$ cat src/rtl/dual_timer_pwm.sv
module dual_timer_pwm #(
  parameter int CW = 16
) (
  input  logic        clk,
  input  logic        rst_n,
  input  logic        wr_en,
  input  logic [4:0]  addr,
  input  logic [31:0] wdata,
  output logic [31:0] rdata,
  output logic [1:0]  gen_o,
  output logic [1:0]  irq_o,
  output logic        pwm_o
);
  localparam int B_CAPT = 0, B_DOWN = 1, B_GEN = 2, B_TRIG = 3, B_AR = 4, B_LD = 5;
  localparam int B_IE = 6, B_EN = 7, B_FLAG = 8, B_PW = 9, B_ALL = 10, B_CASC = 11;
  localparam logic [1:0] R_CTL = 2'd0, R_RLD = 2'd1, R_CNT = 2'd2;
  localparam logic [CW-1:0] ONES = '1;

  logic [11:0]   csr [2];
  logic [CW-1:0] rld [2];
  logic [CW-1:0] cnt [2];
  logic [1:0]    pend, wrap, run, at_term, wr_ctl, wr_rld, ok;
  logic          enall, pw_act, restart1, pwm_q;

  assign enall = wr_en && addr[3:2] == R_CTL && wdata[B_ALL];

  always_comb begin
    for (int i = 0; i < 2; i++) begin
      wr_ctl[i]  = wr_en && addr[4] == i[0] && addr[3:2] == R_CTL;
      wr_rld[i]  = wr_en && addr[4] == i[0] && addr[3:2] == R_RLD;
      run[i]     = csr[i][B_EN] && !csr[i][B_LD];
      wrap[i]    = run[i] && pend[i];
      at_term[i] = cnt[i] == (csr[i][B_DOWN] ? '0 : ONES);
      ok[i]      = !csr[i][B_CAPT] && csr[i][B_PW] && csr[i][B_GEN] && csr[i][B_AR]
                   && csr[i][B_EN] && !csr[i][B_LD] && !csr[i][B_CASC];
    end
  end

  assign pw_act   = &ok;
  assign restart1 = pw_act && wrap[0];

  always_ff @(posedge clk) begin
    if (!rst_n) begin
      for (int i = 0; i < 2; i++) begin
        csr[i] <= '0;
        rld[i] <= '0;
        cnt[i] <= '0;
      end
      pend  <= '0;
      pwm_q <= 1'b0;
    end else begin
      for (int i = 0; i < 2; i++) begin
        if (wr_ctl[i]) begin
          csr[i][7:0]    <= wdata[7:0];
          csr[i][B_PW]   <= wdata[B_PW];
          csr[i][B_CASC] <= wdata[B_CASC];
        end
        if (enall)
          csr[i][B_EN] <= 1'b1;
        else if (!wr_ctl[i] && wrap[i] && !csr[i][B_AR])
          csr[i][B_EN] <= 1'b0;
        if (wrap[i])
          csr[i][B_FLAG] <= 1'b1;
        else if (wr_ctl[i] && wdata[B_FLAG])
          csr[i][B_FLAG] <= 1'b0;
        if (wr_rld[i])
          rld[i] <= wdata[CW-1:0];

        if (csr[i][B_LD]) begin
          cnt[i]  <= rld[i];
          pend[i] <= 1'b0;
        end else if (i == 1 && restart1) begin
          cnt[i]  <= rld[i];
          pend[i] <= 1'b0;
        end else if (run[i]) begin
          if (pend[i]) begin
            pend[i] <= 1'b0;
            if (csr[i][B_AR]) cnt[i] <= rld[i];
          end else if (at_term[i]) begin
            pend[i] <= 1'b1;
          end else begin
            cnt[i] <= csr[i][B_DOWN] ? cnt[i] - 1'b1 : cnt[i] + 1'b1;
          end
        end
      end

      if (!pw_act)      pwm_q <= 1'b0;
      else if (wrap[0]) pwm_q <= 1'b1;
      else if (wrap[1]) pwm_q <= 1'b0;
    end
  end

  always_comb begin
    case (addr[3:2])
      R_CTL:   rdata = {20'd0, csr[addr[4]]};
      R_RLD:   rdata = 32'(rld[addr[4]]);
      R_CNT:   rdata = 32'(cnt[addr[4]]);
      default: rdata = '0;
    endcase
  end

  assign gen_o[0] = wrap[0] && csr[0][B_GEN];
  assign gen_o[1] = wrap[1] && csr[1][B_GEN];
  assign irq_o[0] = csr[0][B_FLAG] && csr[0][B_IE];
  assign irq_o[1] = csr[1][B_FLAG] && csr[1][B_IE];
  assign pwm_o    = pwm_q;

  // load bit forces the reload value into the counter
  a_r3_load_holds: assert property (@(posedge clk) disable iff (!rst_n)
    csr[0][B_LD] |=> cnt[0] == $past(rld[0]));
  // one step per cycle while counting down
  a_r4_down_step: assert property (@(posedge clk) disable iff (!rst_n)
    (run[0] && !pend[0] && csr[0][B_DOWN] && cnt[0] != '0) |=> cnt[0] == $past(cnt[0]) - 1'b1);
  // one-shot channel stops itself
  a_r6_oneshot_stop: assert property (@(posedge clk) disable iff (!rst_n)
    (wrap[0] && !csr[0][B_AR] && !wr_ctl[0] && !enall) |=> !csr[0][B_EN]);
  // generate pulse lasts one cycle
  a_r7_gen_single: assert property (@(posedge clk) disable iff (!rst_n)
    gen_o[0] |=> !gen_o[0]);
  // terminal event sets the flag
  a_r8_flag_set: assert property (@(posedge clk) disable iff (!rst_n)
    wrap[1] |=> csr[1][B_FLAG]);
  // enable-all starts both channels together
  a_r9_enall_both: assert property (@(posedge clk) disable iff (!rst_n)
    enall |=> (csr[0][B_EN] && csr[1][B_EN]));
  // output low outside pulse-width mode
  a_r10_pwm_off: assert property (@(posedge clk) disable iff (!rst_n)
    !pw_act |=> !pwm_o);
  // output rises only at a channel 0 terminal event
  a_r11_rise_on_period: assert property (@(posedge clk) disable iff (!rst_n)
    $rose(pwm_o) |-> $past(wrap[0]));
endmodule

$ cat config.mk
export PLATFORM = sky130hd
export DESIGN_NAME = dual_timer_pwm
export DESIGN_NICKNAME = d
export VERILOG_FILES = /design/src/rtl/dual_timer_pwm.sv
export SDC_FILE = /design/constraint.sdc
export NUM_CORES = 1
export LEC_CHECK = 0
export ABC_AREA = 1
export BUFFER_PORTS_ARGS = -buffer_cell sky130_fd_sc_hd__buf_2
export CAP_MARGIN = 20
export CELL_PAD_IN_SITES_DETAIL_PLACEMENT = 1
export CELL_PAD_IN_SITES_GLOBAL_PLACEMENT = 1
export CORE_MARGIN = 4
export CORE_UTILIZATION = 35
export DETAILED_ROUTE_END_ITERATION = 6
export PLACE_DENSITY = 0.73
export SETUP_SLACK_MARGIN = 0.5
export SLEW_MARGIN = 20
export SYNTH_ARGS = -nofsm -noshare
export SYNTH_HDL_FRONTEND = slang
export SYNTH_SLANG_ARGS = --single-unit
$ cat constraint.sdc
create_clock -name clk -period 4.25 [get_ports clk]
set_input_delay 1.0625 -clock clk [delete_from_list [all_inputs] [get_ports clk]]
set_output_delay 1.0625 -clock clk [all_outputs]
set_load 0.005 [all_outputs]
# Word level (Yosys, flattened, before mapping)
# Memories as Yosys holds them, arrays and structs flattened.
# Cells that the tools add are included.
[word_totals]
reg_bits = 3
ram_bits = 86
in_bits = 40
output_inout_bits = 37
word_cells = 198
mem_count = 3
[classes]
n_addsub = 4
n_eq_ne = 4
n_mux = 108
bitwise_logic = 25
reduce_logical = 51
[memory_table]
columns = ["name", "words", "width", "read_ports", "rd_ports_with_merged_regs", "write_ports", "line", "rtl"]
rows = [
  ["cnt", 2, 16, 3, 0, 2, "21", "logic [CW-1:0] cnt [2];"],
  ["rld", 2, 16, 3, 0, 2, "20", "logic [CW-1:0] rld [2];"],
  ["csr", 2, 11, 3, 0, 2, "19", "logic [11:0] csr [2];"],
]
[op_table]
columns = ["operator", "count"]
rows = [
  ["two-way mux 16 bit", 13],
  ["two-way mux 1 bit", 92],
  ["one-hot mux 16 bit (3 select lines)", 1],
  ["logical AND 1 bit", 35],
  ["adder 16 x 1 -> 16 bit, second input constant", 2],
  ["== test 16 bit", 2],
  ["subtractor 16 x 1 -> 16 bit, second input constant", 2],
  ["OR 1 bit", 23],
  ["two-way mux 8 bit", 2],
  ["zero test 1 bit", 10],
  ["AND reduction 3 bit", 1],
  ["OR reduction 3 bit", 1],
  ["== test 2 x 1 -> 1 bit, second input constant", 1],
  ["== test 2 bit, second input constant", 1],
  ["zero test 2 bit", 1],
  ["NOT 1 bit", 2],
  ["AND reduction 2 bit", 1],
  ["nonzero test 2 bit", 1],
  ["OR reduction 2 bit", 1],
]

# Depth between registers and ports, before layout
# Gate-level depths: netlist of run 1.
# An unclocked memory read counts as a cell.
[depth]
depth_word = 17
mapped_depth = 13
mapped_depth_nobuf = 12

# Worst setup path before layout of run 1
# Ideal clock, no wire load.
[synth_timing]
path_kind = "input port to flip-flop"
startpoint = "input addr[4]"
endpoint = "memory rld[0][0] (enable)"
setup_ps = 414
arrival_time_ps = 2720
required_ps = 3836
setup_slack_ps = 1116
cell_stages = 3
path_buffers = 2
cell_sequence = "clkbuf_1 > clkbuf_1 > o31ai_1"
[synth_rtl]
columns = ["element", "line", "rtl"]
rows = [
  ["from (decl)", "7", "input logic [4:0] addr,"],
  ["to (decl)", "20", ""],
]

# Final worst setup path of run 1
[layout_timing]
startpoint = "input addr[2]"
endpoint = "output rdata[2]"
[layout_via]
elab_chain_len = 2
word_cells_on_any_way = 4
cone_classes = "2 x eq/ne; 1 x mux; 1 x reduce/logical"
[layout_lines]
columns = ["element", "line", "rtl"]
rows = [
  ["== test 2 bit (tied with other cells)", "94", "case (addr[3:2])"],
  ["one-hot mux 16 bit (3 select lines) *", "94", ""],
  ["to (decl)", "9", "output logic [31:0] rdata,"],
]
# Every way passes the cells marked *; elsewhere a longest branch is shown, timed or not.

==> results of run 1 <==
## state kept, by name, summed over array words and instances, names as in the netlist
| signal | flops |
|---|---|
| cnt | 32 |
| csr | 22 |
| pend | 2 |
| pwm_o | 1 |
| rld | 32 |
## final timing paths
check / start / end / slack (ns) / cells past startpoint
min: pend[0] / pend[0] / 0.50 / 2
max reg2reg: csr[0][1] / cnt[1][14] / 0.82 / 12
min reg2reg: pend[0] / pend[0] / 0.50 / 2
max: addr[2] / rdata[2] / 0.64 / 7
## logic make-up after synthesis
logic type | Yosys count | share of synthesized area
mux | 5 | 0.00737
compound gates | 113 | 0.0949
other cells | 1 | 0.000552
simple gates | 493 | 0.302
flops | 89 | 0.389
buf+inv | 209 | 0.134
xor+xnor | 12 | 0.0155
fa+ha+maj | 30 | 0.0575
## final cells by class
class                      count  area [µm²]
sequential                    89        2640
tap                          260         325
fill                        2471       11400
clock buffer                   9         225
timing repair buffer          51         278
multi-input combinational    669        3300
clock inverter                 6        67.6
inverter                     166         626
## layer usage
layer | vias up | part of all wire | track usage | wire [µm]
met5 | - | 0 | 0 | 0
met4 | 0 | 0.016 | 0.0419 | 333
met3 | 19 | 0.035 | 0.0305 | 752
met2 | 113 | 0.46 | 0.328 | 9820
met1 | 2946 | 0.49 | 0.277 | 10300
li1 | 3067 | - | - | -
## worst max-delay path, delay by kind of cell
family / cells / cell delay (ns)
AND/OR/NAND/NOR: 1 / 0.41
buffers and inverters: 3 / 0.32
AO/OA/AOI/OAI: 3 / 0.73
## report_power, final
| group | total (W) | leakage, nW | internal, W | switching [W] |
|---|---|---|---|---|
| Sequential | 0.00110 | 0.909 | 0.00104 | 0.0000607 |
| Combinational | 0.000498 | 2.72 | 0.000167 | 0.000331 |
| Clock | 0.000810 | 0.144 | 0.000457 | 0.000353 |
| Total | 0.00240 | 3.77 | 0.00166 | 0.000745 |
## per-stage QoR
step / cell area [µm²] / setup WS (ns) / total power, W / hold slack, ns / std cells
finish: 7470 / 0.645 / 0.00240 / 0.496 / 1250
global route: 7470 / 0.531 / 0.00253 / 0.514 / 1250
CTS: 7470 / 0.664 / 0.00243 / 0.494 / 1250
detailed placement: 7170 / 0.723 / 0.00161 / 0.482 / 1235
global placement: 7170 / 0.746 / 0.00160 / 0.468 / 1235
floorplan: 6850 / 1.12 / 0.00145 / 0.457 / 967
## layout by cell type, fill, tap and decap left out, types with 2 or more instances in the layout
| cell type | count |
|---|---|
| sky130_fd_sc_hd__conb_1 | 16 |
| sky130_fd_sc_hd__nor2_8 | 2 |
| sky130_fd_sc_hd__nor2_2 | 5 |
| sky130_fd_sc_hd__clkbuf_16 | 9 |
| sky130_fd_sc_hd__dfxtp_1 | 3 |
| sky130_fd_sc_hd__inv_2 | 4 |
| sky130_fd_sc_hd__o21a_1 | 4 |
| sky130_fd_sc_hd__o22ai_1 | 5 |
| sky130_fd_sc_hd__buf_4 | 9 |
| sky130_fd_sc_hd__nand3_1 | 59 |
| sky130_fd_sc_hd__and2_1 | 4 |
| sky130_fd_sc_hd__a21oi_1 | 34 |
| sky130_fd_sc_hd__nand2_2 | 5 |
| sky130_fd_sc_hd__nor3_1 | 2 |
| sky130_fd_sc_hd__xnor2_1 | 10 |
| sky130_fd_sc_hd__ha_1 | 28 |
| sky130_fd_sc_hd__nor2_1 | 114 |
| sky130_fd_sc_hd__xor2_1 | 2 |
| sky130_fd_sc_hd__clkinv_2 | 2 |
| sky130_fd_sc_hd__nand4_1 | 9 |
| sky130_fd_sc_hd__buf_2 | 42 |
| sky130_fd_sc_hd__inv_1 | 160 |
| sky130_fd_sc_hd__o211ai_1 | 3 |
| sky130_fd_sc_hd__o21ai_0 | 44 |
| sky130_fd_sc_hd__nand2_1 | 289 |
| sky130_fd_sc_hd__fa_1 | 2 |
| sky130_fd_sc_hd__o221ai_1 | 10 |
| sky130_fd_sc_hd__o21ai_1 | 8 |
| sky130_fd_sc_hd__edfxtp_1 | 86 |
| sky130_fd_sc_hd__mux2i_1 | 5 |
==> impl_metrics.env, run 1 <==
export IMPL_drt_pass1_iter_count=5
export IMPL_synth_top_area_frac=0.380
export IMPL_timing_setup_tns_ns=0
export IMPL_final_net_count=1056
export IMPL_final_util=0.395
export IMPL_synth_most_common_cell="sky130_fd_sc_hd__nand2_1"
export IMPL_clockBufferDepth=2
export IMPL_numCtsBuffers=9
export IMPL_insertedDiodeCount=0
export IMPL_run_status="completed"
export IMPL_worst_setup_path_start_kind="input pin"
export IMPL_place_gp_congestion=0.843
export IMPL_worst_endpoint_required_ns=3.19
export IMPL_grt_antenna_before_repair=0
export IMPL_synth_warning_count=0
export IMPL_chipHeight_um=147
export IMPL_worst_pin_slew_ns=0.861
export IMPL_floorplan_core_area_um2=18900
export IMPL_tritoncts="yes"
export IMPL_number_of_enable_flip_flop_cells_after_synthesis=86
export IMPL_grt_first_pass_wirelength_um=33800
export IMPL_overflow=0
export IMPL_drv_slew=0
export IMPL_path_cells="buf_2, inv_1, nand2_1, a21oi_1, o21ai_0, o221ai_1, buf_2"
export IMPL_post_drt_wl_per_cell_um=17.0
export IMPL_worst_setup_path_end_kind="output port"
export IMPL_timing_max_slew_rel_slack=0.426
export IMPL_cell_type_with_the_largest_total_area_after_synthesis="sky130_fd_sc_hd__edfxtp_1"
export IMPL_std_cell_rows=50
export IMPL_cellLeakagePower_nw=3.77
export IMPL_worst_clock_skew_ns=0.00816
export IMPL_syn_inst=952
export IMPL_synth_yosys_seq_area_share=0.389
export IMPL_post_synth_instance_area_um2=6790
export IMPL_synth_top_cells_by_count="289 x sky130_fd_sc_hd__nand2_1, 160 x sky130_fd_sc_hd__inv_1, 114 x sky130_fd_sc_hd__nor2_1, 86 x sky130_fd_sc_hd__edfxtp_1, 59 x sky130_fd_sc_hd__nand3_1"
export IMPL_crit_path_time_final_ns=3.61
export IMPL_ys_async_sr_fraction=0
export IMPL_synth_area_per_cell_um2=7.13
export IMPL_worst_setup_hold_path_clk_slew_ns=0.07
export IMPL_portBuffers=42
export IMPL_via_count_of_the_first_global_routing_pass=6212
export IMPL_dp_hpwl_um=17000
export IMPL_ios=77
export IMPL_rsz0062_at_grt="false"
export IMPL_initial_core_util=0.359
export IMPL_floorplan_die_area_um2=21700
export IMPL_pin_count_of_the_biggest_net_entering_global_routing=35
export IMPL_layout_worst_path_cycle_share=0.848
export IMPL_synthDistinctLibCells=40
export IMPL_critical_path_class="in2out"
export IMPL_post_cts_resized_instances=0
export IMPL_cts_root_buf="sky130_fd_sc_hd__clkbuf_16"
export IMPL_worst_min_delay_path_class="reg2reg"
export IMPL_power_ir_vdd_worst_mv=0.184
export IMPL_fmax_mhz=277
export IMPL_finalHoldViolCount=0
export IMPL_crit_fanout=13
export IMPL_floorplan_die_width_um=147
export IMPL_max_stage_delay_cell_worst_path="sky130_fd_sc_hd__nand2_1"
export IMPL_post_route_drc_count=0
export IMPL_syn2layout_area_growth_pct=9.95
export IMPL_crit_top_cell="sky130_fd_sc_hd__buf_2"
export IMPL_ys_ff_latch=89
export IMPL_viasPerCell=4.92
export IMPL_power_per_cell_area_nw_per_um2=322
export IMPL_cts_hold_buffers=0
export IMPL_number_of_clock_sinks_seen_by_cts=89
export IMPL_number_of_h_tree_levels=3
export IMPL_post_cts_buffers=0
export IMPL_cap_violations=0
export IMPL_dr_first_iter_drc_count=474
export IMPL_final_layout_size_suffix_gt1_frac=0.0889
export IMPL_wl_um=21200
export IMPL_detail_route_antenna_nets=0
export IMPL_ys_flop_type="sky130_fd_sc_hd__edfxtp_1"
export IMPL_gr_usage_all_layers=0.198
export IMPL_synth_area_leaders="sky130_fd_sc_hd__edfxtp_1 38%, sky130_fd_sc_hd__nand2_1 16%, sky130_fd_sc_hd__inv_1 8.8%"
export IMPL_cpPeakStageDelay_ns=0.41
export IMPL_setup_viol_count_final=0
export IMPL_critical_path_arrival_ns=2.54
export IMPL_clock_insertion_delay_worst_skew_ns=0.35
export IMPL_vias=6145
Power figures use the tool's default switching activity.
==> run 2: changes to the inputs <==
--- a/config.mk
+++ b/config.mk
@@ -5,7 +5,7 @@
 export SDC_FILE = /design/constraint.sdc
 export NUM_CORES = 1
 export LEC_CHECK = 0
-export ABC_AREA = 1
+export ABC_AREA = 0
 export BUFFER_PORTS_ARGS = -buffer_cell sky130_fd_sc_hd__buf_2
 export CAP_MARGIN = 20
 export CELL_PAD_IN_SITES_DETAIL_PLACEMENT = 1
@@ -13,7 +13,7 @@
 export CORE_MARGIN = 4
 export CORE_UTILIZATION = 35
 export DETAILED_ROUTE_END_ITERATION = 6
-export PLACE_DENSITY = 0.73
+export PLACE_DENSITY = 0.72
 export SETUP_SLACK_MARGIN = 0.5
 export SLEW_MARGIN = 20
 export SYNTH_ARGS = -nofsm -noshare
==> constraint.sdc (replaced) <==
create_clock -name clk -period 2.95 [get_ports clk]
set_input_delay 0.7375 -clock clk [delete_from_list [all_inputs] [get_ports clk]]
set_output_delay 0.7375 -clock clk [all_outputs]
set_load 0.005 [all_outputs]
==> impl_metrics.env, run 2 <==
export IMPL_min_delay_path_depth=2
export IMPL_synth_mux_area_fraction=0.0577
export IMPL_sequential_share_of_power=0.425
export IMPL_multi_input_area_um2=3660
export IMPL_mostFrequentLayoutCell="sky130_fd_sc_hd__edfxtp_1"
export IMPL_p_int_w=0.00262
export IMPL_vias=5011
export IMPL_cellLeakagePower_nw=2.92
export IMPL_synthSimpleGateAreaFrac=0.162
export IMPL_final_net_count=714
export IMPL_startpoint="csr[1][1]"
export IMPL_synth_yosys_seq_area_share=0.445
export IMPL_dp_hpwl_um=14000
export IMPL_layout_worst_path_cycle_share=0.868
export IMPL_ys_flop_type="sky130_fd_sc_hd__edfxtp_1"
export IMPL_portBuffers=42
export IMPL_holdCritStartpoint="pend[1]"
export IMPL_pin_count_of_the_biggest_net_entering_global_routing=29
export IMPL_synth_compound_area_frac=0.180
export IMPL_power_ir_vdd_worst_mv=0.309
export IMPL_cts_hold_buffers=0
export IMPL_power_clock_fraction=0.320
export IMPL_rsz0062_at_grt="true"
export IMPL_final_cell_mix="86 x sky130_fd_sc_hd__edfxtp_1, 41 x sky130_fd_sc_hd__nor2_1, 39 x sky130_fd_sc_hd__buf_2"
export IMPL_dr_first_iter_drc_count=414
export IMPL_overflow=0
export IMPL_wl_um=19300
export IMPL_ios=77
export IMPL_synth_warning_count=0
export IMPL_ys_ff_latch=89
export IMPL_run_status="completed"
export IMPL_number_of_h_tree_levels=3
export IMPL_wl_met2_um=9430
export IMPL_chipHeight_um=138
export IMPL_synth_xor_xnor_area_share=0.0383
export IMPL_synth_top_family_by_area="compound AO/OA/AOI/OAI gates"
export IMPL_setup_viol_count_final=0
export IMPL_critical_path_arrival_ns=2.78
export IMPL_drv_slew=0
export IMPL_viasPerCell=5.77
export IMPL_grt_antenna_before_repair=0
export IMPL_worst_setup_path_end_kind="flip-flop"
export IMPL_timing_max_slew_rel_slack=0.577
export IMPL_final_util=0.464
export IMPL_power_per_cell_area_nw_per_um2=491
export IMPL_clockBufferDepth=2
export IMPL_tritoncts="yes"
export IMPL_worst_setup_hold_path_clk_slew_ns=0.07
export IMPL_final_layout_size_suffix_gt1_frac=0.293
export IMPL_clock_insertion_delay_worst_skew_ns=0.35
export IMPL_via_count_of_the_first_global_routing_pass=5145
export IMPL_top_layer_reached_by_signal_wires="met4"
export IMPL_layout_filler_cells=1810
export IMPL_biggestRegsByFlops="cnt x32, rld x32, csr x22"
export IMPL_std_cell_rows=47
export IMPL_worst_setup_path_start_kind="flip-flop"
export IMPL_drt_pass1_iter_count=5
export IMPL_crit_path_time_final_ns=2.56
export IMPL_synth_top_cells_by_count="86 x sky130_fd_sc_hd__edfxtp_1, 45 x sky130_fd_sc_hd__a21oi_1, 43 x sky130_fd_sc_hd__nor2_1, 32 x sky130_fd_sc_hd__mux2i_1"
export IMPL_worst_min_delay_path_class="reg2reg"
export IMPL_number_of_clock_sinks_seen_by_cts=89
export IMPL_numCtsBuffers=9
export IMPL_timing_setup_tns_ns=0
export IMPL_critical_path_class="reg2reg"
export IMPL_cap_violations=0
export IMPL_reg2reg_depth=9
export IMPL_post_drt_wl_per_cell_um=22.2
export IMPL_power_share_combinational=0.254
export IMPL_synth_most_common_cell="sky130_fd_sc_hd__edfxtp_1"
export IMPL_power_switching_fraction=0.307
export IMPL_synth_top_area_frac=0.435
export IMPL_wire_length_the_detailed_router_placed_on_met1_um=8310
export IMPL_floorplan_die_width_um=138
export IMPL_ys_async_sr_fraction=0
export IMPL_finalHoldViolCount=0
export IMPL_r2r_start="csr[1][1]"
export IMPL_detail_route_antenna_nets=0
export IMPL_gr_usage_all_layers=0.193
export IMPL_syn_inst=575
export IMPL_grt_first_pass_wirelength_um=29300
export IMPL_post_synth_instance_area_um2=5940
export IMPL_crit_fanout=19
export IMPL_cts_root_buf="sky130_fd_sc_hd__clkbuf_16"
export IMPL_worst_endpoint_required_ns=3.17
export IMPL_number_of_enable_flip_flop_cells_after_synthesis=86
export IMPL_fmax_mhz=390
export IMPL_insertedDiodeCount=0
export IMPL_synth_area_per_cell_um2=10.3
export IMPL_worst_pin_slew_ns=0.634
export IMPL_post_route_drc_count=0
export IMPL_floorplan_die_area_um2=19100
export IMPL_initial_core_util=0.358
export IMPL_synthDistinctLibCells=66
export IMPL_syn2layout_area_growth_pct=29.5
export IMPL_synth_fa_ha_area_frac=0.0657
export IMPL_synth_area_leaders="sky130_fd_sc_hd__edfxtp_1 43%, sky130_fd_sc_hd__ha_1 5.9%, sky130_fd_sc_hd__mux2i_1 5.4%"
export IMPL_area_sequential_um2=2640
export IMPL_worst_clock_skew_ns=0.00720
export IMPL_place_gp_congestion=0.909
export IMPL_met3WireLength_um=1130
export IMPL_cell_type_with_the_largest_total_area_after_synthesis="sky130_fd_sc_hd__edfxtp_1"
export IMPL_floorplan_core_area_um2=16600
export IMPL_switching_power_w=0.00116
==> run 2: cell types whose count changed in the layout (fill, tap and decap cells not counted), moves of 14 or more <==
| cell | delta |
|---|---|
| sky130_fd_sc_hd__nand2_1 | -268 |
| sky130_fd_sc_hd__ha_1 | -28 |
| sky130_fd_sc_hd__ha_4 | +26 |
| sky130_fd_sc_hd__buf_4 | +17 |
| sky130_fd_sc_hd__o21ai_0 | -29 |
| sky130_fd_sc_hd__and2_1 | +24 |
| sky130_fd_sc_hd__a21oi_2 | +15 |
| sky130_fd_sc_hd__nor3_1 | +15 |
| sky130_fd_sc_hd__nor2_1 | -73 |
| sky130_fd_sc_hd__nand3_1 | -34 |
| sky130_fd_sc_hd__a22o_1 | +14 |
| sky130_fd_sc_hd__mux2i_1 | +27 |
| sky130_fd_sc_hd__inv_1 | -146 |
==> run 2: power groups by stage <==
stage          Sequential, W  Combinational (W)  Clock (W)
2_1_floorplan        0.00157           0.000556          0
3_3_place_gp         0.00161           0.000720          0
3_5_place_dp         0.00161           0.000754          0
4_1_cts              0.00159           0.000867    0.00123
5_1_grt              0.00161            0.00104    0.00128
6_report             0.00161           0.000961    0.00121
==> run 2: layer usage <==
| metal | up-vias | global-route usage |
|---|---|---|
| met5 | - | 0 |
| met4 | 0 | 0.0510 |
| met3 | 37 | 0.0380 |
| met2 | 184 | 0.320 |
| met1 | 2505 | 0.261 |
| li1 | 2285 | - |
==> run 2: worst max-delay path, stage by stage (launching register included) <==
cell and delay [ns]:
sky130_fd_sc_hd__edfxtp_1 0.43, sky130_fd_sc_hd__buf_12 0.20, sky130_fd_sc_hd__ha_4 0.32, sky130_fd_sc_hd__nand4_1 0.23
sky130_fd_sc_hd__nor4_4 0.28, sky130_fd_sc_hd__a211o_4 0.23, sky130_fd_sc_hd__nor2_8 0.05, sky130_fd_sc_hd__a311oi_4 0.31
sky130_fd_sc_hd__buf_12 0.19, sky130_fd_sc_hd__a22o_1 0.15
==> run 2: path summary, 6_finish.rpt <==
check / slack (ns) / to
worst max-delay path: 0.39 / cnt[1][14]
worst min-delay path: 0.56 / pend[1]
worst max register to register: 0.39 / cnt[1][14]
worst min register to register: 0.56 / pend[1]
==> run 2: kinds of logic after synthesis <==
kind of cell / after synthesis
mux: 34
compound gates: 161
other cells: 1
flops: 89
simple gates: 176
buf+inv: 58
fa+ha+maj: 30
xor+xnor: 26
==> run 2: repair_timing <==
item | in CTS | in global routing
cloned | 3 | 2
gates resized for setup | 65 | 46
pin swaps | 14 | 14
endpoints found under the setup margin | 63 | 75
buffers inserted | 13 | 8
==> run 2: layout make-up <==
class                      count  area share
inverter                      16     0.00780
clock inverter                 7      0.0111
clock buffer                   9      0.0293
tap                          220      0.0358
sequential                    89       0.343
multi-input combinational    444       0.476
timing repair buffer          84      0.0964
==> run 2: stage by stage <==
stage	cells	setup slack, ns	power [W]	area [µm²]	hold slack (ns)
after floorplan	590	0.407	0.00213	6090	0.473
after global placement	827	0.152	0.00233	6490	0.496
after detailed placement	827	0.0547	0.00237	6490	0.524
after CTS	859	0.313	0.00369	7320	0.540
after global routing	869	0.309	0.00394	7690	0.587
final	869	0.388	0.00378	7690	0.556
